--- src/rtl/supply_guard_pkg.sv ---
package supply_guard_pkg;

  typedef enum logic [1:0] {
    ST_SEALED    = 2'd0,
    ST_POWERED   = 2'd1,
    ST_PROTECTED = 2'd2,
    ST_BACKUP    = 2'd3
  } seqState_e;

  // strobes from the control FSM to the datapath
  typedef struct packed {
    logic cntRun;
    logic cntClear;
    logic armSeal;
    logic nextWp;
    logic nextBkp;
  } seqStrobe_t;

  localparam int unsigned FLAG_PROT   = 0;
  localparam int unsigned FLAG_SWITCH = 1;
  localparam int unsigned NUM_FLAGS   = 2;

endpackage

--- src/rtl/supply_flag_filter.sv ---
module supply_flag_filter #(
  parameter int unsigned SYNC_STAGES     = 2,
  parameter int unsigned DEBOUNCE_CYCLES = 16,
  parameter int unsigned NUM_FLAGS       = 2
) (
  input  logic                 clk,
  input  logic                 rstN,
  input  logic [NUM_FLAGS-1:0] rawIn,
  output logic [NUM_FLAGS-1:0] cleanOut
);

  localparam int unsigned DW = $clog2(DEBOUNCE_CYCLES + 1);

  for (genvar g = 0; g < NUM_FLAGS; g++) begin : gFlag
    logic [SYNC_STAGES-1:0] syncQ;
    logic [DW-1:0]          stableCnt;
    logic                   filtQ;
    logic                   syncd;

    assign syncd       = syncQ[SYNC_STAGES-1];
    assign cleanOut[g] = filtQ;

    always_ff @(posedge clk or negedge rstN) begin
      if (!rstN) begin
        syncQ     <= '0;
        stableCnt <= '0;
        filtQ     <= 1'b0;
      end else begin
        syncQ <= {syncQ[SYNC_STAGES-2:0], rawIn[g]};
        if (syncd == filtQ) begin
          stableCnt <= '0;
        end else if (stableCnt == DW'(DEBOUNCE_CYCLES - 1)) begin
          filtQ     <= syncd;
          stableCnt <= '0;
        end else begin
          stableCnt <= stableCnt + 1'b1;
        end
      end
    end
  end

endmodule

--- src/rtl/supply_seq_ctrl.sv ---
module supply_seq_ctrl
  import supply_guard_pkg::*;
(
  input  logic       clk,
  input  logic       rstN,
  input  logic       wpOk,
  input  logic       swOk,
  input  logic       cntDone,
  input  logic       sealArmed,
  output seqStrobe_t strobe
);

  seqState_e state, nextState;

  always_comb begin
    nextState       = state;
    strobe.armSeal  = 1'b0;
    strobe.cntClear = !wpOk || (state == ST_POWERED);
    strobe.cntRun   = wpOk && (state != ST_POWERED);
    unique case (state)
      ST_SEALED: begin
        if (wpOk) begin
          strobe.armSeal = 1'b1;
          nextState      = ST_PROTECTED;
        end
      end
      ST_PROTECTED: begin
        if (wpOk && cntDone) begin
          nextState = ST_POWERED;
        end else if (!wpOk && !swOk && sealArmed) begin
          nextState = ST_BACKUP;
        end
      end
      ST_POWERED: begin
        if (!wpOk) nextState = ST_PROTECTED;
      end
      ST_BACKUP: begin
        if (swOk) nextState = ST_PROTECTED;
      end
      default: nextState = ST_SEALED;
    endcase
    strobe.nextWp  = (nextState != ST_POWERED);
    strobe.nextBkp = (nextState == ST_BACKUP);
  end

  always_ff @(posedge clk or negedge rstN) begin
    if (!rstN) state <= ST_SEALED;
    else       state <= nextState;
  end

endmodule

--- src/rtl/supply_seq_datapath.sv ---
module supply_seq_datapath
  import supply_guard_pkg::*;
#(
  parameter int unsigned RECOVERY_CYCLES = 4096
) (
  input  logic       clk,
  input  logic       rstN,
  input  seqStrobe_t strobe,
  output logic       cntDone,
  output logic       sealArmed,
  output logic       writeProtect,
  output logic       backupSelect
);

  localparam int unsigned CW = $clog2(RECOVERY_CYCLES);
  localparam logic [CW-1:0] CNT_LAST = CW'(RECOVERY_CYCLES - 1);

  logic [CW-1:0] recoverCnt;

  assign cntDone = (recoverCnt == CNT_LAST);

  always_ff @(posedge clk or negedge rstN) begin
    if (!rstN) begin
      recoverCnt <= '0;
    end else if (strobe.cntClear) begin
      recoverCnt <= '0;
    end else if (strobe.cntRun && !cntDone) begin
      recoverCnt <= recoverCnt + 1'b1;
    end
  end

  always_ff @(posedge clk or negedge rstN) begin
    if (!rstN) begin
      sealArmed    <= 1'b0;
      writeProtect <= 1'b1;
      backupSelect <= 1'b0;
    end else begin
      if (strobe.armSeal) sealArmed <= 1'b1;
      writeProtect <= strobe.nextWp;
      backupSelect <= strobe.nextBkp;
    end
  end

endmodule

--- src/rtl/supply_guard_seq.sv ---
module supply_guard_seq
  import supply_guard_pkg::*;
#(
  parameter int unsigned SYNC_STAGES     = 2,
  parameter int unsigned DEBOUNCE_CYCLES = 16,
  parameter int unsigned RECOVERY_CYCLES = 4096
) (
  input  logic clk,
  input  logic rstN,
  input  logic supplyAboveProt,
  input  logic supplyAboveSwitch,
  output logic writeProtect,
  output logic backupSelect,
  output logic backupArmed
);

  logic [NUM_FLAGS-1:0] rawFlags;
  logic [NUM_FLAGS-1:0] cleanFlags;
  seqStrobe_t           strobe;
  logic                 cntDone;

  assign rawFlags[FLAG_PROT]   = supplyAboveProt;
  assign rawFlags[FLAG_SWITCH] = supplyAboveSwitch;

  supply_flag_filter #(
    .SYNC_STAGES    (SYNC_STAGES),
    .DEBOUNCE_CYCLES(DEBOUNCE_CYCLES),
    .NUM_FLAGS      (NUM_FLAGS)
  ) u_filter (
    .clk     (clk),
    .rstN    (rstN),
    .rawIn   (rawFlags),
    .cleanOut(cleanFlags)
  );

  supply_seq_ctrl u_ctrl (
    .clk      (clk),
    .rstN     (rstN),
    .wpOk     (cleanFlags[FLAG_PROT]),
    .swOk     (cleanFlags[FLAG_SWITCH]),
    .cntDone  (cntDone),
    .sealArmed(backupArmed),
    .strobe   (strobe)
  );

  supply_seq_datapath #(
    .RECOVERY_CYCLES(RECOVERY_CYCLES)
  ) u_dp (
    .clk         (clk),
    .rstN        (rstN),
    .strobe      (strobe),
    .cntDone     (cntDone),
    .sealArmed   (backupArmed),
    .writeProtect(writeProtect),
    .backupSelect(backupSelect)
  );

endmodule

--- config.mk ---
export PLATFORM = sky130hd
export DESIGN_NAME = supply_guard_seq
export DESIGN_NICKNAME = d
export VERILOG_FILES = /design/src/rtl/supply_guard_pkg.sv /design/src/rtl/supply_flag_filter.sv /design/src/rtl/supply_seq_ctrl.sv /design/src/rtl/supply_seq_datapath.sv /design/src/rtl/supply_guard_seq.sv
export SDC_FILE = /design/constraint.sdc
export NUM_CORES = 1
export LEC_CHECK = 0
export BUFFER_PORTS_ARGS = -buffer_cell sky130_fd_sc_hd__buf_2
export CAP_MARGIN = 25
export CORE_ASPECT_RATIO = 0.9
export CORE_UTILIZATION = 43
export CTS_BUF_LIST = sky130_fd_sc_hd__clkbuf_8
export CTS_CLUSTER_DIAMETER = 50
export DETAILED_ROUTE_END_ITERATION = 16
export HOLD_SLACK_MARGIN = 0.02
export REMOVE_ABC_BUFFERS = 1
export SYNTH_ARGS = -nofsm -noshare
export SYNTH_HDL_FRONTEND = slang
export SYNTH_HIERARCHICAL = 1
export SYNTH_SLANG_ARGS = --single-unit
--- constraint.sdc ---
create_clock -name clk -period 2.1 [get_ports clk]
set_input_delay 0.105 -clock clk [delete_from_list [all_inputs] [get_ports clk]]
set_output_delay 0.105 -clock clk [all_outputs]
set_load 0.1 [all_outputs]
-- Word-level counts from Yosys, hierarchy flattened
Cells that the tools add are included.
- flip-flop bits (word level): 33
- bits of input ports: 4
- output and inout bits: 3
- word-level logic and storage cells: 54
- $add $sub $neg: 3
- equal/unequal tests: 11
- muxes and demuxes: 14
- bitwise logic cells: 2
- reduce and logical (&&, ||, !) cells: 13
- operators with widths (operator ; number):
    $mux W12 ; 2
    $mux W5 ; 4
    $add A12 B1 Y12 const B ; 1
    $eq A12 B12 Y1 const B ; 1
    $add A5 B1 Y5 const B ; 2
    $eq A5 B4 Y1 const B ; 2
    $mux W2 ; 5
    $pmux W2 S4 ; 1
    $eq A2 B2 Y1 const B ; 3
    $logic_and A1 B1 Y1 ; 5
    $ne A2 B1 Y1 const B ; 2
    $reduce_and A2 Y1 ; 2
    $logic_not A1 Y1 ; 3
    $eq A1 B1 Y1 ; 2
    $eq A2 B1 Y1 const B ; 1
    $logic_not A2 Y1 ; 1
    $mux W1 ; 2
    $not A1 Y1 ; 2
    $reduce_bool A2 Y1 ; 1
    $logic_or A1 B1 Y1 ; 1

-- Logic depth before layout (Yosys ltp)
Gate-level depths: netlist of run 1.
- word-level depth: 7
- depth in mapped cells: 7
- gate-level depth less buffers: 7

-- Modules after synthesis
The synthesis of run 1 kept the hierarchy.
- modules (own cells, without submodules) (module ; times used ; cells an instance ; area an instance (sq um) ; seq. area each (sq um)):
    supply_seq_datapath ; 1 ; 73 ; 772.0 ; 376.6
    supply_flag_filter ; 1 ; 48 ; 623.1 ; 400.4
    supply_seq_ctrl ; 1 ; 18 ; 140.1 ; 50.0

-- Worst setup path after synthesis of run 1
OpenSTA, ideal clock, no wires.
- path type: flip-flop to flip-flop
- start: reg u_ctrl.state[1]
- end: reg u_dp.recoverCnt[5]
- setup time: 0.078 ns
- arrival time: 1.566 ns
- data required time: 2.022 ns
- slack: 0.456 ns
- stages on the path, launching flop included: 7
- buffers on the path: 0
- clock period less this slack: 1.644 ns
- path through: dfrtp_1 nand2b_1 nand2_1 inv_1 nand4_1 or4_1 a21oi_1
- RTL lines (element ; line ; text):
    start: declaration ; supply_seq_ctrl.sv:13 ; seqState_e state, nextState;
    start signal: assignment ; supply_seq_ctrl.sv:48 ; else state <= nextState;
    end signal: assignment ; supply_seq_datapath.sv:28 ; recoverCnt <= recoverCnt + 1'b1;
    end: declaration ; supply_seq_datapath.sv:18 ; logic [CW-1:0] recoverCnt;

==> run metrics, run 1 <==
outcome=complete, no violations; clock share of power=46.1%; PortBufs=6; Post-Synth Simple-Gate Area=23.1%; die area=3810 sq um; pwr dens=746 nW/um^2; Ant. Diodes=0; crit-path cells=nand2b_1 -> nand2_1 -> inv_1 -> nand4_1 -> nor4_1 -> nor2_1 -> a211oi_1; Max IR drop VDD=0.336 mV; leakage=0.797 nW; sw power=0.261 mW; post-synthesis xor/xnor area fraction=3.99%; hold path cells=0; fill cell count=309; slowest CP cell=dfrtp_1; most frequent cell after synthesis=dfrtp_1; FF-to-FF path depth=7; CP required=2280 ps; EDFF count, synth=0; ys flop type=dfrtp_1; Clock Path Buffers=2; Layout Utilization=51.6%; Critical Path Max Stage Delay=430 ps; synthesized area=1540 sq um; final non-filler cell area=1760 sq um; CP delay by family, top=simple AND/OR/NAND/NOR gates; vias in the first global route=985; Root Driver=clkbuf_8; Synth cell types=40; FF+latch area=827 sq um; 1st-iter DRT viols=45; crit end category=register; post-route minimum period=1810 ps; Synth top cells by count=dfrtp_1, nor2_1, inv_1, xor2_1, nand2_1; Max Fclk=552 MHz; Slew HR=52.8%; Synth Area in Adders=2.44%; Buf/Inv on CP=1; Flop pwr share=50.4%; Met2 Wirelength=1.08 mm; Hold-fix buffers, CTS=3; Area contributors post-synth=dfrtp_1, nor2_1, xor2_1; Post-Layout Cell Count=198; area of the multi-input gates=663 sq um; MaxCap Viol Count=0; RSZ-0062 raised after global routing=no; Max FO, Critical Path=7; postcts setup bufs=0; Starting Density=45.1%; GRT Residual Overflow=0; Seq cells post-synth=33; Logic pwr share=3.5%; Die Y=58.7 microns; Die W=65.0 microns; asr flop ratio synth=100%; crit share post-route=86.3%; largest family of logic cells by synthesized area=simple AND/OR/NAND/NOR gates; post-CTS sizing=0; Layout area overhead=14.3%; post-synthesis average cell area=11.0 sq um; Worst Max-Slew Pin Slew=709 ps; mux cell area share after synthesis=5.79%; initial antenna violation count=0; Via Count=998; hold_sp=u_filter/gFlag[1].syncQ[0]; met1 wire length=1.18 mm; reg2reg start=u_ctrl/state[1]; register area share after synthesis=53.9%; core area=3400 sq um; largest net degree at the start of global routing=34; DR DRC count=0; Final Power=1.31 mW; Avg Vias per Cell=5.04; CTS tree=built; reg2reg end=u_dp/recoverCnt[11]; clock slew at reported path FFs=60 ps; Synth area leader=dfrtp_1; hold endpoint=u_filter/gFlag[1].syncQ[1]; layout cells sized above 1=19.5%; Synthesis Warnings=6; clock sinks=33; WP data arrival=1990 ps; Sw Share=19.9%; clk_skew=2.23 ps; CP Launch Type=register; Fin. Hold Viols=0; P_int=1.05 mW; H-tree Lvls=2; Slew Limit Fails=0; wire per inst=12.1 microns; cell count after synthesis=139; Routed WL=2.40 mm; CP Class=register to register; reg-to-reg slack, setup=290 ps; Placed Area=1610 sq um; Worst-Skew Late Latency=280 ps; final setup TNS=0 ps; Compound-Gate Fraction of Synth Area=7.82%; post-synth top area share=52.2%; Hold Crit Class=register to register; DRT Pass-1 Iters=4; Inst Count DP=187; # rows=20; TritonCTS Buffers=5; Final #Nets=160; met3 routed WL=85 microns; DP HPWL=1.64 mm; antenna violation net count after detailed routing=0; highest metal used=met4; Placer Congestion=0.779; GRT Overall Usage=15.7%; final setup fails=0; io pins=7; first-pass GRT wire length=4.35 mm
## worst register-to-register path, cell delays in order, from the launching register on
cell,delay (ps)
dfrtp_1,430
nand2b_1,140
nand2_1,70
inv_1,130
nand4_1,270
nor4_1,340
nor2_1,70
a211oi_1,260
## worst max path at each step
stage	startpoint	end	slack, ps	cells past startpoint
2_1_floorplan	u_ctrl/state[1]	u_dp/recoverCnt[5]	290	6
3_3_place_gp	u_ctrl/state[1]	u_dp/recoverCnt[11]	380	7
3_5_place_dp	u_ctrl/state[1]	u_dp/recoverCnt[9]	320	6
4_1_cts	u_ctrl/state[1]	u_dp/recoverCnt[9]	290	6
5_1_grt	u_ctrl/state[1]	u_dp/recoverCnt[11]	40	7
6_report	u_ctrl/state[1]	u_dp/recoverCnt[11]	290	7
## stage by stage
step	worst slack [ps]	hold slack [ps]
global placement	378	192
floorplan	288	-191
detailed placement	321	208
global route	35.1	361
CTS	286	352
finish	287	350
## registers in the layout, summed over array words and instances (netlist names)
register                  cells
u_dp/backupSelect             1
u_ctrl/state                  2
u_dp/sealArmed                1
u_filter/gFlag.stableCnt     10
u_dp/writeProtect             1
u_filter/gFlag.filtQ          2
u_dp/recoverCnt              12
u_filter/gFlag.syncQ          4
## cell families after synthesis
kind of cell	count (synthesis)
mux	8
simple gates	60
xor+xnor	7
buf+inv	10
flops	33
compound gates	18
fa+ha+maj	3
## placed cells by master (no fill, tap or decap), drive strengths merged, types with 4 or more instances in the layout
| cell type | Yosys | routed |
|---|---|---|
| a21oi | 5 | 5 |
| mux2 | 4 | 4 |
| inv | 7 | 8 |
| nand2 | 6 | 6 |
| xor2 | 7 | 7 |
| nor2 | 21 | 21 |
| dfrtp | 32 | 32 |
| nor3 | 4 | 4 |
| buf | 2 | 7 |
| o21ai | 6 | 6 |
| clkbuf | 1 | 6 |
| nand3 | 10 | 10 |
| nor4 | 4 | 4 |
| mux2i | 4 | 4 |
## cell type report
class | instances | share of cell area [%]
timing repair buffer | 10 | 3.85
inverter | 7 | 1.50
multi-input combinational | 96 | 37.8
clock inverter | 2 | 1.92
tap | 44 | 3.14
sequential | 33 | 47.1
clock buffer | 6 | 4.70
## power groups by stage
stage	combinational (mW)	sequential, mW	clock [mW]
4_1_cts	0.0470	0.660	0.622
5_1_grt	0.0515	0.662	0.646
3_3_place_gp	0.0405	0.671	0
6_report	0.0452	0.660	0.604
3_5_place_dp	0.0428	0.672	0
2_1_floorplan	0.0197	0.673	0
## routing by layer
layer | vias up | GRT usage (%)
met5 | - | 0
met4 | 0 | 8.57
met3 | 6 | 6.40
met2 | 10 | 24.0
met1 | 478 | 19.0
li1 | 504 | -
Note: power is estimated with default switching activity, not from simulation.
==> run 2: changes to the inputs <==
--- a/config.mk
+++ b/config.mk
@@ -8,11 +8,12 @@
 export BUFFER_PORTS_ARGS = -buffer_cell sky130_fd_sc_hd__buf_2
 export CAP_MARGIN = 25
 export CORE_ASPECT_RATIO = 0.9
-export CORE_UTILIZATION = 43
+export CORE_UTILIZATION = 51
 export CTS_BUF_LIST = sky130_fd_sc_hd__clkbuf_8
 export CTS_CLUSTER_DIAMETER = 50
 export DETAILED_ROUTE_END_ITERATION = 16
 export HOLD_SLACK_MARGIN = 0.02
+export PLACE_DENSITY = 0.68
 export REMOVE_ABC_BUFFERS = 1
 export SYNTH_ARGS = -nofsm -noshare
 export SYNTH_HDL_FRONTEND = slang
==> run 2 against run 1 <==
  * Sequential share of layout area up 0.96 points
  * Critical path depth down 1
  * Wire length down 1.6%
  * Power down 11%
  * Combinational power about the same
  * Final area down 2.0%
  * Worst setup slack better by 34 ps
  * Sequential power about the same
  * Core utilization up 10 points
  * Register-to-register slack better by 30 ps
  * Count of clock-buffer cells in the layout unchanged
  * Largest power group unchanged
==> run metrics, run 2 (same netlist as run 1, synthesis figures left out) <==
GRT Residual Overflow=0; RSZ-0062 raised after global routing=no; post-CTS sizing=0; Starting Density=55.0%; Placer Congestion=0.752; Die W=59.8 microns; hold_sp=u_filter/gFlag[0].syncQ[0]; io pins=7; vias in the first global route=923; Fin. Hold Viols=0; CP Launch Type=register; Setup WS pre-CTS=315 ps; Slew HR=52.7%; post-route minimum period=1780 ps; Placed Area=1600 sq um; CTS tree=built; Max Fclk=562 MHz; CP required=2310 ps; 1st-iter DRT viols=56; Inst Count DP=183; fill cell count=245; Routed WL=2.36 mm; fin worst setup slack=321 ps; Hold Slack=349 ps; Hold Crit Class=register to register; Worst Max-Slew Pin Slew=710 ps; Clock Path Buffers=2; core area=2790 sq um; crit share post-route=84.7%; Avg Vias per Cell=5.25; DP HPWL=1.65 mm; pwr dens=679 nW/um^2; reg2reg start=u_ctrl/state[1]; TritonCTS Buffers=5; Met2 Wirelength=1.03 mm; Worst-Skew Late Latency=280 ps; PortBufs=6; Ant. Diodes=0; postcts setup bufs=0; met3 routed WL=87 microns; Biggest register=u_dp/recoverCnt; WP data arrival=1990 ps; DRT Pass-1 Iters=4; DR DRC count=0; most frequent cells in the layout=dfrtp_1, nor2_1, inv_1; clock slew at reported path FFs=60 ps; met1 wire length=1.20 mm; Via Count=1,013; Root Driver=clkbuf_8; Max IR drop VDD=0.552 mV; antenna violation net count after detailed routing=0; commonest non-fill, non-tap cell in the layout=dfrtp_1; initial antenna violation count=0; wire per inst=12.2 microns; first-pass GRT wire length=4.05 mm; top flop regs=u_dp/recoverCnt x12, u_filter/gFlag.stableCnt x10, u_filter/gFlag.syncQ x4; largest net degree at the start of global routing=34; Layout Utilization=61.6%; highest metal used=met4; GRT Overall Usage=17.7%; clock sinks=33; Die Y=54.1 microns; final setup fails=0; layout cells sized above 1=19.0%; Slew Limit Fails=0; Final Power=1.17 mW; CP Class=register to register; outcome=complete, no violations; Layout area overhead=12.1%; MaxCap Viol Count=0; Final #Nets=160; FF-to-FF path depth=6; clk_skew=5.64 ps; die area=3230 sq um; final non-filler cell area=1720 sq um; leakage=0.783 nW; crit end category=register; reg2reg end=u_dp/recoverCnt[5]; Max FO, Critical Path=7; Largest register FFs=12; hold path cells=0; H-tree Lvls=2; # rows=18; final setup TNS=0 ps; Post-Layout Cell Count=193; hold endpoint=u_filter/gFlag[0].syncQ[1]; reg-to-reg slack, setup=320 ps
run 2: cell types whose count changed in the layout (fill, tap and decap cells not counted):
| cell | previous run | this run |
|---|---|---|
| bufinv_16 | 1 | 0 |
run 2: what timing repair did:
action,in CTS,in global routing
setup endpoints to repair,0,0
endpoints found under the hold margin,34,0
hold buffers,3,0
run 2: worst max-delay path by stage:
stage / start / to / slack (ps) / cells after the start
3_5_place_dp: u_ctrl/state[1] / u_dp/recoverCnt[9] / 310 / 6
5_1_grt: u_ctrl/state[1] / u_dp/recoverCnt[11] / 80 / 7
6_report: u_ctrl/state[1] / u_dp/recoverCnt[5] / 320 / 6
3_3_place_gp: u_ctrl/state[1] / u_dp/recoverCnt[11] / 320 / 7
4_1_cts: u_ctrl/state[1] / u_dp/recoverCnt[9] / 320 / 6
2_1_floorplan: u_ctrl/state[1] / u_dp/recoverCnt[5] / 290 / 6
run 2: power by group:
group          switching [mW]  internal [mW]
logic                  0.0281         0.0171
clock network           0.207          0.255
registers              0.0110          0.650
total                   0.246          0.922
run 2: metal layers:
metal	global-route usage, %	vias to the layer above
met3	5.77	6
met4	9.30	0
met1	23.0	477
met2	26.3	19
met5	0	-
li1	-	511
run 2: cell type report:
class                           count  area [sq um]  area share [%]
Multi-Input combinational cell     96           663            38.5
Clock buffer                        6          82.6            4.80
Inverter                            7          26.3            1.53
Clock inverter                      1          3.75           0.218
Tap cell                           40          50.0            2.91
Sequential cell                    33           827            48.1
Timing Repair Buffer               10          67.6            3.93
run 2: worst max-delay path, cell delays in order (launching register included):
cell,delay (ps)
dfrtp_1,430
nand2b_1,130
nand2_1,60
inv_1,130
nand4_1,270
or4_1,540
a21oi_1,150
